--- config.mk ---
export PLATFORM = sky130hd
export DESIGN_NAME = sync_clk_regen
export DESIGN_NICKNAME = d
export VERILOG_FILES = /design/src/rtl/sync_regen_pkg.sv /design/src/rtl/sync_edge_detect.sv /design/src/rtl/phase_divider.sv /design/src/rtl/ready_timer.sv /design/src/rtl/sync_clk_regen.sv
export SDC_FILE = /design/constraint.sdc
export NUM_CORES = 1
export LEC_CHECK = 0
export CAP_MARGIN = 30
export CORE_MARGIN = 2
export CORE_UTILIZATION = 55
export DETAILED_ROUTE_END_ITERATION = 8
export PLACE_DENSITY = 0.86
export SKIP_LAST_GASP = 1
export SYNTH_ARGS = -nofsm -noshare
export SYNTH_HDL_FRONTEND = slang
export SYNTH_SLANG_ARGS = --single-unit
--- constraint.sdc ---
create_clock -name clk_i -period 4.36 [get_ports clk_i]
set_clock_uncertainty 0.15 [all_clocks]
set_input_delay 0.872 -clock clk_i [delete_from_list [all_inputs] [get_ports clk_i]]
set_output_delay 0.872 -clock clk_i [all_outputs]
set_load 0.03 [all_outputs]
--- src/rtl/sync_regen_pkg.sv ---
package sync_regen_pkg;

  typedef enum logic {
    TMR_IDLE  = 1'b0,
    TMR_COUNT = 1'b1
  } tmr_state_e;

endpackage

--- src/rtl/sync_edge_detect.sv ---
module sync_edge_detect #(
  parameter int STAGES = 2
) (
  input  logic clk_i,
  input  logic rst_ni,
  input  logic async_i,
  output logic rise_o
);

  logic [STAGES:0] pipe_q;
  logic [STAGES:0] pipe_d;

  always_comb begin
    pipe_d = {pipe_q[STAGES-1:0], async_i};
  end

  always_ff @(posedge clk_i or negedge rst_ni) begin
    if (!rst_ni) pipe_q <= '0;
    else         pipe_q <= pipe_d;
  end

  // last synchronised stage high while the history stage is still low
  assign rise_o = pipe_q[STAGES-1] & ~pipe_q[STAGES];

endmodule

--- src/rtl/phase_divider.sv ---
module phase_divider #(
  parameter int DIV_RATIO = 8
) (
  input  logic clk_i,
  input  logic rst_ni,
  input  logic realign_i,
  output logic div_clk_o,
  output logic wrap_o
);

  localparam int CW = (DIV_RATIO > 2) ? $clog2(DIV_RATIO) : 1;
  localparam logic [CW-1:0] LAST   = CW'(DIV_RATIO - 1);
  localparam logic [CW-1:0] HIGH_N = CW'(DIV_RATIO / 2);

  logic [CW-1:0] cnt_q, cnt_d;
  logic          div_q, div_d;

  always_comb begin
    wrap_o = (cnt_q == LAST) && !realign_i;
    if (realign_i)          cnt_d = '0;
    else if (cnt_q == LAST) cnt_d = '0;
    else                    cnt_d = cnt_q + 1'b1;
    div_d = (cnt_d < HIGH_N);
  end

  // reset parks the count on its last value so the first edge opens a high phase
  always_ff @(posedge clk_i or negedge rst_ni) begin
    if (!rst_ni) begin
      cnt_q <= LAST;
      div_q <= 1'b0;
    end else begin
      cnt_q <= cnt_d;
      div_q <= div_d;
    end
  end

  assign div_clk_o = div_q;

endmodule

--- src/rtl/ready_timer.sv ---
module ready_timer
  import sync_regen_pkg::*;
#(
  parameter int READY_CYCLES = 1024
) (
  input  logic clk_i,
  input  logic rst_ni,
  input  logic restart_i,
  input  logic tick_i,
  output logic ready_o
);

  localparam int CW = (READY_CYCLES > 2) ? $clog2(READY_CYCLES) : 1;
  localparam logic [CW-1:0] LAST = CW'(READY_CYCLES - 1);

  tmr_state_e    st_q, st_d;
  logic [CW-1:0] per_q, per_d;
  logic          rdy_q, rdy_d;
  logic          cnt_en;

  always_comb begin
    st_d   = st_q;
    per_d  = per_q;
    rdy_d  = 1'b0;
    cnt_en = (st_q == TMR_COUNT) && tick_i;
    if (restart_i) begin
      st_d  = TMR_COUNT;
      per_d = '0;
    end else if (cnt_en) begin
      if (per_q == LAST) begin
        rdy_d = 1'b1;
        st_d  = TMR_IDLE;
        per_d = '0;
      end else begin
        per_d = per_q + 1'b1;
      end
    end
  end

  always_ff @(posedge clk_i or negedge rst_ni) begin
    if (!rst_ni) begin
      st_q  <= TMR_IDLE;
      per_q <= '0;
      rdy_q <= 1'b0;
    end else begin
      st_q  <= st_d;
      per_q <= per_d;
      rdy_q <= rdy_d;
    end
  end

  assign ready_o = rdy_q;

endmodule

--- src/rtl/sync_clk_regen.sv ---
module sync_clk_regen #(
  parameter int DIV_RATIO    = 8,
  parameter int READY_CYCLES = 1024,
  parameter int SYNC_STAGES  = 2
) (
  input  logic clk_i,
  input  logic rst_ni,
  input  logic sync_i,
  output logic div_clk_o,
  output logic sync_o,
  output logic data_ready_o
);

  logic realign;
  logic wrap;
  logic sync_neg_q;

  sync_edge_detect #(.STAGES(SYNC_STAGES)) u_edge (
    .clk_i   (clk_i),
    .rst_ni  (rst_ni),
    .async_i (sync_i),
    .rise_o  (realign)
  );

  phase_divider #(.DIV_RATIO(DIV_RATIO)) u_div (
    .clk_i     (clk_i),
    .rst_ni    (rst_ni),
    .realign_i (realign),
    .div_clk_o (div_clk_o),
    .wrap_o    (wrap)
  );

  ready_timer #(.READY_CYCLES(READY_CYCLES)) u_tmr (
    .clk_i     (clk_i),
    .rst_ni    (rst_ni),
    .restart_i (realign),
    .tick_i    (wrap),
    .ready_o   (data_ready_o)
  );

  // falling-edge launch: output sync straddles the realigning rising edge
  always_ff @(negedge clk_i or negedge rst_ni) begin
    if (!rst_ni) sync_neg_q <= 1'b0;
    else         sync_neg_q <= realign;
  end

  assign sync_o = sync_neg_q;

endmodule

### Word-level counts from Yosys, hierarchy flattened

Index checks and enable logic that the tools add are counted.

| operators by class | value |
|---|---|
| add/sub/neg operators | 2 |
| $lt $le $gt $ge | 1 |
| eq/ne operators | 2 |
| multiplexer cells | 11 |
| bitwise logic cells | 2 |
| reduce and logical (&&, ||, !) cells | 6 |

Operators by type and width:

| operator | count |
|---|---|
| $mux W10 | 3 |
| $add A10 B1 Y10 const B | 1 |
| $eq A10 B10 Y1 const B | 1 |
| $mux W1 | 6 |
| $mux W3 | 2 |
| $reduce_bool A2 Y1 | 2 |
| $add A3 B1 Y3 const B | 1 |
| $eq A3 B3 Y1 const B | 1 |
| $lt A3 B3 Y1 const B | 1 |
| $logic_and A1 B1 Y1 | 2 |
| $reduce_and A2 Y1 | 1 |
| $and A1 B1 Y1 | 1 |
| $logic_not A1 Y1 | 1 |
| $not A1 Y1 | 1 |

| storage, ports and cells | value |
|---|---|
| bits in registers | 20 |
| bits of input ports | 3 |
| output and inout port bits | 3 |
| logic and storage cells | 31 |

### Logic depth before layout (Yosys ltp)

| depth | value |
|---|---|
| depth in word-level cells | 7 |
| gate-level depth with buffers | 6 |
| mapped depth without buffers | 6 |

### Modules after synthesis

A second synthesis with hierarchy kept.

| unflattened totals | value |
|---|---|
| cell total of the unflattened synthesis | 80 |
| area total of the unflattened synthesis | 892.1 µm² |

By module, submodules not included:

| module | instances | cells an instance | area an instance (µm²) | sequential area each (µm²) |
|---|---|---|---|---|
| ready_timer | 1 | 64 | 613.1 | 300.3 |
| phase_divider | 1 | 11 | 165.2 | 103.8 |
| sync_edge_detect | 1 | 4 | 88.8 | 75.1 |
| sync_clk_regen | 1 | 1 | 25.0 | 25.0 |

==> flow_summary.toml <==
[die]
die_x_um = 43.85
die_area_um2 = 1923
initial_core_util_pct = 58.66
dieHeight_um = 43.85
core_um2 = 1489
pin_count = 6
core.rowCount = 14

[drt]
route.vias.total = 626
drt_iter0_drc = 12
drt_pass1_iterations = 4
ant_nets = 0
drc = 0
drt_wl_total_mm = 1.512
wl_per_cell_um = 14.13
via_per_inst = 5.850

[worst_setup_path]
startpoint_type = "flop"
r2r_end = "sync_o$_DFF_NN0_"
critPathRequiredTime_ns = 3.34
critPathCaptureType = "output port"
crit_type = "flop to output port"
reg2reg_from = "u_edge.pipe_q[1]$_DFF_PN0_"
crit_arrival_ns = 3.26
timing.critical_path.buf_inv = 1
slowest_stage = "dfrtn_1"
slowest_delay_ns = 0.39
crit_fanout = 1
ff2ff_path_depth = 2
crit_path_cell_trace = "dlygate4sd2_1"
critPathLaunch = "sync_o$_DFF_NN0_"
crit_cells = 1
worstSetupEndpoint = "sync_o"
critPathTopFamily = "flip-flops"
ff2ff_setup_slack_ns = 0.98

[synthesis]
async_reset_ff_share_pct = 100.0
synth_seq_cells = 20
synth_top_cell_area_share_pct = 45.85
ys_warn_count = 0
synth.avg_cell_area_um2 = 10.65
synth_nets = 88
synthAdderAreaFrac_pct = 4.298
yosys_most_used_dff = "dfrtp_1"
yosysUniqueCellTypes = 25
syn-cell-area_um2 = 873.3
synth_compound_area_share_pct = 7.020
seq_area_frac_synth_pct = 57.74
yosysTopAreaCell = "dfrtp_1"
synth.most_common_cell = "dfrtp_1"
postSynthCellCount = 82
synthXorXnorAreaFrac_pct = 6.017
synth_top_family_by_area = "simple AND/OR/NAND/NOR gates"
yosys.area_share.simple_pct = 22.06
synth_top_cells_by_area = "dfrtp_1 (46%), dfstp_2 (9.0%), nand2_1 (5.6%), ha_1 (4.3%), nor2_1 (4.3%)"
synth-edff-count = 0
synth_common_cells = "dfrtp_1 (16), nand2_1 (13), nor2_1 (10)"
synth_mux_area_share_pct = 0

[global_routing]
grt_pass1_wl_mm = 2.704
antenna_found_initial = 0
grt_pass1_vias = 618
grt_usage_pct = 19.74
grt_overflow = 0
grt_max_degree = 20

[final_layout]
final_net_count = 98
n_antenna_cell = 0
final_cells = 107
drive_above_1_share_pct = 12.09
fillers = 113
synthToLayoutAreaGrowth_pct = 13.18

[sta]
timing.setup.tns_ns = 0
drv_slew = 0
rsz0062_at_grt = "false"
setup_viol = 0
tightest_slew_ns = 0.3743
slew_headroom_pct = 75.05
hold_viol = 0

[cts]
numCtsBuffers = 3
cts-root-buf = "clkbuf_4"
clk_latency_ns = 0.30
clock-sinks = 20
clk_path_buf_depth = 2
htree_num_levels = 1
cts_tree = "done"
hold_buffers = 0
clk_pin_slew_worst_paths_ns = 0.11

[placement]
portBuffers = 5
gp_congestion = 0.7900
numPlacedInstances = 103
hpwlAfterDp_mm = 1.114

[outcome]
status = "finished, final reports clean"

[power]
power_leakage_nw = 0.4411
vdd_ir_drop_max_v = 0.0003532
p_per_area_nw_per_um2 = 439.0

[flow_run]
drv_cap = 0

[min_path]
hp-class = "flop to flop"
-- cell type report --
class | count | area, um2 | area share (%)
well taps | 16 | 20.02 | 2.025
clock inverters | 1 | 30.03 | 3.038
repair buffers | 6 | 56.30 | 5.696
multi-input cells | 58 | 344.1 | 34.81
clock buffers | 3 | 22.52 | 2.278
inverters | 3 | 11.26 | 1.139
flip-flops and latches | 20 | 504.2 | 51.01
-- flip-flops by register name (all words and copies together) (netlist names) --
register / count
sync_o: 1
u_div.cnt_q: 3
u_div.div_clk_o: 1
u_edge.pipe_q: 3
u_tmr.per_q: 10
u_tmr.ready_o: 1
u_tmr.st_q: 1
-- worst min path at each step --
stage,from,endpoint,depth (start not counted)
final,u_edge.pipe_q[0]$_DFF_PN0_,u_edge.pipe_q[1]$_DFF_PN0_,0
after global routing,u_edge.pipe_q[0]$_DFF_PN0_,u_edge.pipe_q[1]$_DFF_PN0_,0
after CTS,u_edge.pipe_q[0]$_DFF_PN0_,u_edge.pipe_q[1]$_DFF_PN0_,0
after detailed placement,u_edge.pipe_q[0]$_DFF_PN0_,u_edge.pipe_q[1]$_DFF_PN0_,0
after global placement,u_edge.pipe_q[0]$_DFF_PN0_,u_edge.pipe_q[1]$_DFF_PN0_,0
after floorplan,u_edge.pipe_q[0]$_DFF_PN0_,u_edge.pipe_q[1]$_DFF_PN0_,0
-- through the flow --
step / instance area [um2] / total power [mW] / hold slack [ns] / worst slack [ns] / utilization [%]
CTS: 988.4 / 0.4392 / 0.2358 / 0.06231 / 66.39
global route: 988.4 / 0.4562 / 0.2437 / 0.03214 / 66.39
floorplan: 873.3 / 0.2634 / 0.1812 / 0.6254 / -
finish: 988.4 / 0.4339 / 0.2292 / 0.07843 / 66.39
global placement: 937.1 / 0.2814 / 0.1890 / 0.1315 / 62.94
detailed placement: 937.1 / 0.2908 / 0.2090 / 0.1244 / 62.94
-- logic make-up (layout without fill, tap and decap cells) --
family                     after synthesis  count (layout)
AOI/OAI and AO/OA                        9               9
xor gates and xnor gates                 6               6
adders and majority gates                3               3
buffers and inverters                    4              13
DFF                                     20              20
and+or+nand+nor                         40              40
-- routing by layer --
layer	up-vias	GRT usage [%]	share of wire, %
met5	-	0	0
met4	0	10.91	2.2
met3	6	2.500	2.3
met2	13	31.76	49
met1	308	25.75	46
li1	299	-	-
-- layout by cell type, fill, tap and decap left out, drive strengths merged --
cell type / n
nand2b: 1
dfstp: 3
dfrtp: 16
clkbuf: 3
a211oi: 2
xnor2: 4
and2: 3
and4: 1
a21oi: 2
nand2: 13
a32o: 1
buf: 1
nand4: 5
or3: 1
bufinv: 1
inv: 3
and3: 1
xor2: 2
nor2: 10
o221a: 1
ha: 3
nand3: 4
clkdlybuf4s50: 4
o21ai: 3
dlygate4sd2: 1
dfrtn: 1
nor3: 1
-- repair_timing --
item | in CTS | in global routing
setup endpoints to repair | 1 | 0
buffers inserted | 0 | 0
resized for setup | 1 | 0
endpoints found under the hold margin | 0 | 0
-- worst register-to-register path, cell delays in order (launching register included) --
cell and delay [ns]:
dfrtp_1 0.39, nand2b_1 0.29, inv_1 0.19
-- power breakdown --
| part | internal, mW | switching, mW | total, mW |
|---|---|---|---|
| Combinational | 0.0241 | 0.0366 | 0.0608 |
| Clock | 0.0930 | 0.0559 | 0.149 |
| Sequential | 0.213 | 0.0111 | 0.224 |
(Power assumes the default switching activity.)
